File: config.mk
export PLATFORM = sky130hd
export DESIGN_NAME = crc16_engine
export DESIGN_NICKNAME = d
export VERILOG_FILES = /design/src/rtl/crc16_pkg.sv /design/src/rtl/crc16_byte_step.sv /design/src/rtl/crc16_out_fmt.sv /design/src/rtl/crc16_engine.sv
export SDC_FILE = /design/constraint.sdc
export NUM_CORES = 1
export LEC_CHECK = 0
export CAP_MARGIN = 20
export CORE_MARGIN = 2
export CORE_UTILIZATION = 31
export CTS_CLUSTER_SIZE = 28
export DETAILED_ROUTE_END_ITERATION = 16
export DONT_BUFFER_PORTS = 1
export GPL_ROUTABILITY_DRIVEN = 0
export PLACE_DENSITY = 0.49
export SKIP_LAST_GASP = 1
export SYNTH_ARGS = -nofsm -noshare
export SYNTH_HDL_FRONTEND = slang
export SYNTH_SLANG_ARGS = --single-unit
File: constraint.sdc
create_clock -name clk -period 2.9 [get_ports clk]
set_input_delay 0.435 -clock clk [delete_from_list [all_inputs] [get_ports clk]]
set_output_delay 0.435 -clock clk [all_outputs]
set_load 0.01 [all_outputs]
File: src/rtl/crc16_pkg.sv
package crc16_pkg;
  localparam int CRC_W  = 16;
  localparam int BYTE_W = 8;

  typedef logic [CRC_W-1:0]  crc_t;
  typedef logic [BYTE_W-1:0] byte_t;

  // Good-frame residues for the CCITT generator, one per bit order
  localparam crc_t RESIDUE_MSB = 16'h1D0F;
  localparam crc_t RESIDUE_LSB = 16'hF0B8;

  function automatic crc_t mirror(input crc_t v);
    crc_t r;
    for (int i = 0; i < CRC_W; i++) r[i] = v[CRC_W-1-i];
    return r;
  endfunction
endpackage

File: src/rtl/crc16_byte_step.sv
// One byte of next-state logic: eight unrolled serial steps, flattened into an XOR network.
module crc16_byte_step
  import crc16_pkg::*;
#(
  parameter crc_t POLY    = 16'h1021,
  parameter bit   REFLECT = 1'b0
) (
  input  crc_t  crc_i,
  input  byte_t byte_i,
  output crc_t  crc_o
);
  localparam crc_t RPOLY = mirror(POLY);

  logic [BYTE_W:0][CRC_W-1:0] chain;
  assign chain[0] = crc_i;

  for (genvar b = 0; b < BYTE_W; b++) begin : g_bit
    if (REFLECT) begin : g_lsb
      logic fb;
      assign fb         = chain[b][0] ^ byte_i[b];
      assign chain[b+1] = (chain[b] >> 1) ^ ({CRC_W{fb}} & RPOLY);
    end else begin : g_msb
      logic fb;
      assign fb         = chain[b][CRC_W-1] ^ byte_i[BYTE_W-1-b];
      assign chain[b+1] = (chain[b] << 1) ^ ({CRC_W{fb}} & POLY);
    end
  end

  assign crc_o = chain[BYTE_W];
endmodule

File: src/rtl/crc16_out_fmt.sv
// Inverts the register and orders the bytes so that the upper output byte is transmitted first.
module crc16_out_fmt
  import crc16_pkg::*;
#(
  parameter bit REFLECT = 1'b0
) (
  input  crc_t state_i,
  output crc_t crc_o
);
  crc_t inv;
  assign inv = ~state_i;

  if (REFLECT) begin : g_swap
    assign crc_o = {inv[BYTE_W-1:0], inv[CRC_W-1:BYTE_W]};
  end else begin : g_keep
    assign crc_o = inv;
  end
endmodule

File: src/rtl/crc16_engine.sv
module crc16_engine
  import crc16_pkg::*;
#(
  parameter logic [15:0] POLY      = 16'h1021,
  parameter bit          LSB_FIRST = 1'b0
) (
  input  logic        clk,
  input  logic        rst_n,
  input  logic        start_i,
  input  logic        in_valid_i,
  output logic        in_ready_o,
  input  logic [7:0]  in_data_i,
  output logic [15:0] crc_o,
  output logic        chk_ok_o
);
  localparam crc_t PRESET  = '1;
  localparam crc_t RESIDUE = LSB_FIRST ? RESIDUE_LSB : RESIDUE_MSB;

  crc_t state_q, base, next;
  logic ready_q, ok_q, accept;

  assign accept = in_valid_i && ready_q;
  // A start in the same cycle as a byte folds that byte into the preset
  assign base   = start_i ? PRESET : state_q;

  crc16_byte_step #(.POLY(POLY), .REFLECT(LSB_FIRST)) u_step (
    .crc_i (base),
    .byte_i(in_data_i),
    .crc_o (next)
  );

  always_ff @(posedge clk or negedge rst_n) begin
    if (!rst_n) begin
      state_q <= PRESET;
      ready_q <= 1'b0;
      ok_q    <= 1'b0;
    end else begin
      ready_q <= 1'b1;
      if (accept) begin
        state_q <= next;
        ok_q    <= (next == RESIDUE);
      end else if (start_i) begin
        state_q <= PRESET;
        ok_q    <= 1'b0;
      end
    end
  end

  crc16_out_fmt #(.REFLECT(LSB_FIRST)) u_fmt (
    .state_i(state_q),
    .crc_o  (crc_o)
  );

  assign in_ready_o = ready_q;
  assign chk_ok_o   = ok_q;
endmodule

* Word-level counts from Yosys, hierarchy flattened
Cells that the tools add are included.
** Word-level totals
- Bits in registers :: 18
- Output and inout bits :: 18
** Cells by class
- Reductions and logical operators :: 2
- Bitwise gates (word level) :: 17
- Equality and inequality tests :: 1
- Muxes and demuxes :: 4
** Operators with widths (number)
- $xor 16x13->16 :: 8
- $mux 16 :: 2
- $eq 16x13->1 const B :: 1
- $not 16->16 :: 1
- $xor 1x1->1 :: 8
- $mux 1 :: 2
- $reduce_bool 2->1 :: 1
- $logic_and 1x1->1 :: 1

* Logic depth before layout (Yosys ltp)
Gate-level depths: netlist of the first run.
- Depth after elaboration :: 19
- Mapped depth :: 8

* By module
A second synthesis of the first run with hierarchy kept.
** Second synthesis, totals
- Cells, all modules :: 107
- Area total of the unflattened synthesis :: 1393.8 um2
** By module, submodules not included
- crc16_engine :: area an instance 908.4 um2, cells each 61, instances 1
- crc16_byte_step :: area an instance 425.4 um2, cells each 30, instances 1
- crc16_out_fmt :: area an instance 60.1 um2, cells each 16, instances 1

* Worst setup path after synthesis of the first run
OpenSTA, ideal clock, no wires.
- Path kind :: register -> register
- Start :: reg state_q[14]
- End :: reg ok_q, in the netlist chk_ok_o
- Clock period less this slack :: 1.906 ns
- Required time :: 2.808 ns
- Cell stages (with the launch flop) :: 8
- Path slack :: 0.994 ns
- Arrival :: 1.814 ns
- Library setup time :: 0.092 ns
- Path through :: dfstp_2 > buf_2 > xnor2_1 > nor2_1 > xnor2_2 > mux2i_1 > or4_1 > o31ai_2
** On the way
- Longest elaborated chain between the ends :: 13
** Ends and longest elaborated chain
- start, declared :: RTL line crc16_engine.sv:19 : crc_t state_q, base, next;
- start signal, assigned :: RTL line crc16_engine.sv:40 : state_q <= next;
- $mux 16 *
- $xor 16x13->16 * :: RTL line crc16_byte_step.sv:25 : assign chain[b+1] = (chain[b] << 1) ^ ({CRC_W{fb}} & POLY);
- $xor 1x1->1 * :: RTL line crc16_byte_step.sv:24 : assign fb = chain[b][CRC_W-1] ^ byte_i[BYTE_W-1-b];
- $xor 16x13->16 * (4 in series) :: RTL line crc16_byte_step.sv:25
- $xor 1x1->1 :: RTL line crc16_byte_step.sv:24
- $xor 16x13->16 * (3 in series) :: RTL line crc16_byte_step.sv:25
- $eq 16x13->1 * :: RTL line crc16_engine.sv:41 : ok_q <= (next == RESIDUE);
- $mux 1 * :: RTL line crc16_engine.sv:39 : if (accept) begin
- end signal, assigned :: RTL line crc16_engine.sv:41
- end, declared :: RTL line crc16_engine.sv:20 : logic ready_q, ok_q, accept;
Every way passes the cells marked *; elsewhere a longest branch is shown, timed or not.
A chain may end at the register's enable or synchronous reset.

* Final worst setup path of the first run
Same ends and word-level chain as after synthesis.

==> results of run 1 <==
sequential cells by signal (all words and copies together) (netlist names):
name        count
state_q        16
chk_ok_o        1
in_ready_o      1
cells by family after synthesis:
group                     share of synthesized area [%]
AOI/OAI and AO/OA                                  21.0
xor gates and xnor gates                           20.1
buffers and inverters                              11.2
DFF                                                28.7
muxes                                              1.30
other                                             0.229
and+or+nand+nor                                    17.5
routing by layer:
metal	up-vias	GRT usage [%]	share of wire, %
li1	675	-	-
met4	0	5.45	1.5
met2	42	21.8	43
met1	609	21.3	49
met5	-	0	0
met3	5	2.35	5.8
cells in the final DEF (no fill, tap or decap), types with 2 or more instances in the layout:
| cell | count |
|---|---|
| a22oi_1 | 3 |
| xnor2_1 | 20 |
| xnor2_2 | 3 |
| dlygate4sd3_1 | 2 |
| dfrtp_1 | 2 |
| nand2_1 | 10 |
| o31ai_1 | 2 |
| o21ai_0 | 11 |
| xor2_1 | 7 |
| dfstp_2 | 16 |
| a31oi_1 | 6 |
| nor3_1 | 6 |
| nand3_1 | 3 |
| a21oi_1 | 19 |
| o32a_1 | 2 |
| inv_1 | 17 |
| nor2b_1 | 3 |
| or3_1 | 3 |
| clkbuf_8 | 4 |
| buf_4 | 2 |
| nor2_1 | 25 |
| o22ai_1 | 5 |
power groups by stage:
| stage | combinational (uW) | sequential, uW | clock [uW] |
|---|---|---|---|
| 6_report | 363 | 373 | 215 |
| 5_1_grt | 414 | 382 | 236 |
| 4_1_cts | 361 | 373 | 221 |
| 3_5_place_dp | 356 | 377 | 0 |
| 3_3_place_gp | 361 | 375 | 0 |
| 2_1_floorplan | 348 | 341 | 0 |
path summary, 6_finish.rpt:
kind | start | endpoint | cells past startpoint
worst min register to register | state_q[2] | state_q[2] | 2
worst min-delay path | start_i | state_q[7] | 1
max in group asynchronous | rst_n | state_q[12] | 1
min in group asynchronous | rst_n | in_ready_o | 1
worst max register to register | state_q[14] | chk_ok_o | 6
worst max-delay path | state_q[14] | chk_ok_o | 6
area by class of cell:
class / instances / area (sq um)
Multi-Input combinational cell: 151 / 985
Timing Repair Buffer: 4 / 35.0
Inverter: 18 / 67.6
Clock buffer: 4 / 55.1
Tap cell: 70 / 87.6
Fill cell: 568 / 3410
Sequential cell: 18 / 470
through the flow:
stage	std cells	setup WS (ns)	instance area (sq um)
floorplan	205	0.994	1640
global placement	259	0.885	1630
detailed placement	259	0.876	1630
CTS	264	0.849	1690
global route	265	0.712	1700
finish	265	0.880	1700
repair_timing:
item,CTS,global route
endpoints found under the hold margin,2,16
hold buffers,1,1
setup endpoints to repair,0,0
==> impl_metrics.json, run 1 <==
{
  "drive_above_1_share_pct": 16.4,
  "cts-root-buf": "clkbuf_8",
  "synth_area_leaders": "dfstp_2 26%, xnor2_1 11%, a21oi_1 5.8%",
  "path_class": "reg -> reg",
  "coreArea_sq_um": 5110,
  "p_int_uw": 592,
  "htree_levels": 1,
  "drt_wl_total_mm": 4.07,
  "grt_usage_pct": 14.7,
  "ys_types": 47,
  "diodes": 0,
  "skew_ns": 0.00480,
  "num_rows": 26,
  "worst_slew_pin_slew_ns": 0.799,
  "grt_pass1_wl_mm": 6.87,
  "fin_setup_tns_ns": 0,
  "dp.final_hpwl_mm": 2.87,
  "power_switching_uw": 359,
  "yosysTopAreaCell": "dfstp_2",
  "switching_share_pct": 37.7,
  "power_uw": 951,
  "vias_per_cell": 5.02,
  "slew_headroom_pct": 46.6,
  "async_flop_share_pct": 100,
  "synth_edf_count": 0,
  "end_kind": "register",
  "cpPeakStageDelay_ns": 0.63,
  "synth-seq-cells": 18,
  "synth.cell_area_sq_um": 1640,
  "fin_util_pct": 33.3,
  "finalMaxSlewViolations": 0,
  "hold-worst-slack_ns": 0.319,
  "clk_latency_ns": 0.26,
  "drc": 0,
  "first_global_vias": 1302,
  "fin_crit_ns": 2.02,
  "synth_commonest_cells": "25 x nor2_1, 20 x xnor2_1, 19 x a21oi_1",
  "clkPwrFrac_pct": 22.6,
  "power_density_nw_per_um2": 559,
  "io_pins": 30,
  "irDropWorstVdd_uv": 229,
  "area_delta_synth_final_pct": 3.74,
  "synth.most_common_cell": "nor2_1",
  "clock_sinks": 18,
  "grt_max_degree": 31,
  "cts_tree": "yes",
  "die_area_sq_um": 5890,
  "detail_route.iter0.violations": 43,
  "start_util_pct": 32.1,
  "vias": 1331,
  "ys_seq_area_share_pct": 28.7,
  "p_comb_share_pct": 38.2,
  "fin_nets": 208,
  "setup_violations": 0,
  "yosys_warnings": 0,
  "max_freq_mhz": 495,
  "fin_crit_sh_pct": 69.7,
  "cts_resized": 0,
  "crit_family": "flip-flops",
  "cts_buffers": 3,
  "crit_chain": "xnor2_1 -> nor2_1 -> xnor2_2 -> mux2i_1 -> or4_1 -> o31ai_2",
  "syn_avg_cell_area_sq_um": 8.00,
  "startpoint_type": "register",
  "outcome": "finished, final reports clean",
  "wl_per_cell_microns": 15.3,
  "rrSetupSlack_ns": 0.88,
  "post-cts-setup-buffers": 0,
  "crit_required_ns": 3.08,
  "worst-path-max-fanout": 7,
  "p_leak_uw": 0.000681,
  "path_clk_slew_ns": 0.08,
  "antenna_found_initial": 0,
  "crit_arrival_ns": 2.20,
  "path_buf_inv": 0,
  "synth.top_cell.area_share_pct": 25.6,
  "overflow": 0,
  "hold_violations": 0,
  "synthCells": 205,
  "ant_nets": 0,
  "rsz0062_at_grt": "no",
  "seqPwrFrac_pct": 39.2,
  "synth_fp_nets": 217,
  "synthFlopType": "dfstp_2",
  "io_buffers": 0,
  "clockBufferDepth": 2,
  "max-cap-violations": 0,
  "die_y_microns": 76.7,
  "crit_path_top_delay_cell": "dfstp_2",
  "hold_class": "in -> reg",
  "first_pass_iters": 4,
  "die_x_microns": 76.7
}
(Power assumes the default switching activity.)
==> inputs of run 2 (changes only) <==
- PLACE_DENSITY: 0.49 -> 0.5
- clock period: 2.9 -> 1.6 ns (I/O delays scaled with it)
==> impl_metrics.json, run 2 (same netlist as run 1, synthesis figures left out) <==
{
  "outcome": "finished, violations left",
  "violations": "setup timing",
  "grt_usage_pct": 15.4,
  "die_area_sq_um": 5890,
  "drc": 0,
  "fin_crit_ns": 1.84,
  "area_delta_synth_final_pct": 27.3,
  "crit_required_ns": 1.77,
  "antenna_found_initial": 0,
  "end_kind": "register",
  "mostFrequentLayoutCells": "40 x buf_4, 23 x nor2_1, 17 x inv_1, 17 x a21oi_1, 16 x dfstp_2",
  "io_pins": 30,
  "ant_nets": 0,
  "cts_tree": "yes",
  "detail_route.iter0.violations": 48,
  "irDropWorstVdd_uv": 672,
  "hold_class": "in -> reg",
  "max_freq_mhz": 544,
  "skew_ns": 0.00328,
  "worstRegToRegCells": 6,
  "num_rows": 26,
  "clock_sinks": 18,
  "layout_setup_ws_ns": -0.239,
  "crit_arrival_ns": 2.01,
  "die_x_microns": 76.7,
  "worst_slew_pin_slew_ns": 0.867,
  "startpoint_type": "register",
  "cts-root-buf": "clkbuf_8",
  "io_buffers": 0,
  "drive_above_1_share_pct": 37.1,
  "start_util_pct": 32.1,
  "fin_nets": 245,
  "diodes": 0,
  "vias_per_cell": 4.98,
  "p_leak_uw": 0.000917,
  "fill_cells": 527,
  "clockBufferDepth": 2,
  "fin_crit_sh_pct": 115,
  "finalMaxSlewViolations": 0,
  "coreArea_sq_um": 5110,
  "fin_setup_tns_ns": -0.298,
  "dp.final_hpwl_mm": 3.26,
  "hold_violations": 0,
  "power_density_nw_per_um2": 1000,
  "cts_buffers": 3,
  "worst-path-max-fanout": 3,
  "grt_pass1_wl_mm": 7.25,
  "path_clk_slew_ns": 0.07,
  "first_pass_iters": 4,
  "grt_max_degree": 31,
  "slew_headroom_pct": 42.0,
  "path_class": "reg -> reg",
  "multiInputGateArea_sq_um": 1100,
  "layout_commonest_cell": "buf_4",
  "rsz0062_at_grt": "yes",
  "clk_latency_ns": 0.26,
  "regMostFlops": "state_q",
  "fin_util_pct": 40.9,
  "largest_reg_flops": 16,
  "overflow": 0,
  "setup_violations": 3,
  "max-cap-violations": 0,
  "place_ws_ns": -0.252,
  "wl_per_cell_microns": 14.7,
  "seq_area_sq_um": 470,
  "first_global_vias": 1412,
  "holdPathStages": 1,
  "htree_levels": 1,
  "drt_wl_total_mm": 4.45,
  "vias": 1503,
  "die_y_microns": 76.7
}
==> run 2: cell types whose count changed in the layout (fill, tap and decap cells not counted), sizes merged <==
| cell | previous run | this run |
|---|---|---|
| dlygate4sd3 | 2 | 1 |
| buf | 2 | 40 |
==> run 2: repair_timing <==
| item | 4_1_cts | 5_1_grt |
|---|---|---|
| hold buffers | 1 | 0 |
| gates cloned | 0 | 0 |
| hold endpoints to repair | 18 | 0 |
| setup endpoints to repair | 5 | 7 |
| pin swaps | 9 | 10 |
| setup buffers | 4 | 0 |
| gates resized for setup | 6 | 12 |
==> run 2: power by group <==
group          leakage (uW)  total [uW]  internal [uW]  switching, uW
clock network     0.0000288         383            219            164
logic              0.000694        1070            562            512
registers          0.000194         633            564           69.3
==> run 2: area by class of cell <==
cell class	count	share of cell area [%]
multi-input combinational	151	52.5
tap	70	4.20
timing repair buffer	41	14.9
sequential	18	22.5
clock buffer	4	2.64
inverter	18	3.24
==> run 2: path summary, 6_finish.rpt <==
| kind | from | endpoint | slack (ns) |
|---|---|---|---|
| worst min register to register | state_q[0] | state_q[0] | 0.60 |
| min in group asynchronous | rst_n | chk_ok_o | 0.54 |
| worst min-delay path | start_i | state_q[6] | 0.13 |
| max in group asynchronous | rst_n | in_ready_o | 0.53 |
| worst max register to register | state_q[13] | chk_ok_o | -0.24 |
| worst max-delay path | state_q[13] | chk_ok_o | -0.24 |
==> run 2: per-stage QoR <==
stage | hold slack, ns | cell area (sq um) | instances | power, uW
floorplan | -0.0556 | 1650 | 205 | 1260
global placement | -0.0547 | 1900 | 295 | 1560
detailed placement | -0.0549 | 1900 | 295 | 1570
CTS | 0.119 | 2020 | 303 | 2040
global route | 0.112 | 2090 | 302 | 2230
finish | 0.126 | 2090 | 302 | 2090
==> run 2: layer usage <==
layer  global-route usage (%)  routed length (microns)  vias up
met4                     2.73                       31        0
met2                     24.6                     2070       26
met5                        0                        0        -
li1                         -                        -      748
met3                     4.00                      200        2
met1                     21.0                     2150      727
==> run 2: critical path: stages, from the launching register on <==
cell       delay (ns)
dfstp_2          0.55
xnor2_2          0.13
nor2_1           0.09
xnor2_2          0.19
nor4_1           0.34
o2111ai_1        0.20
o31ai_2          0.26
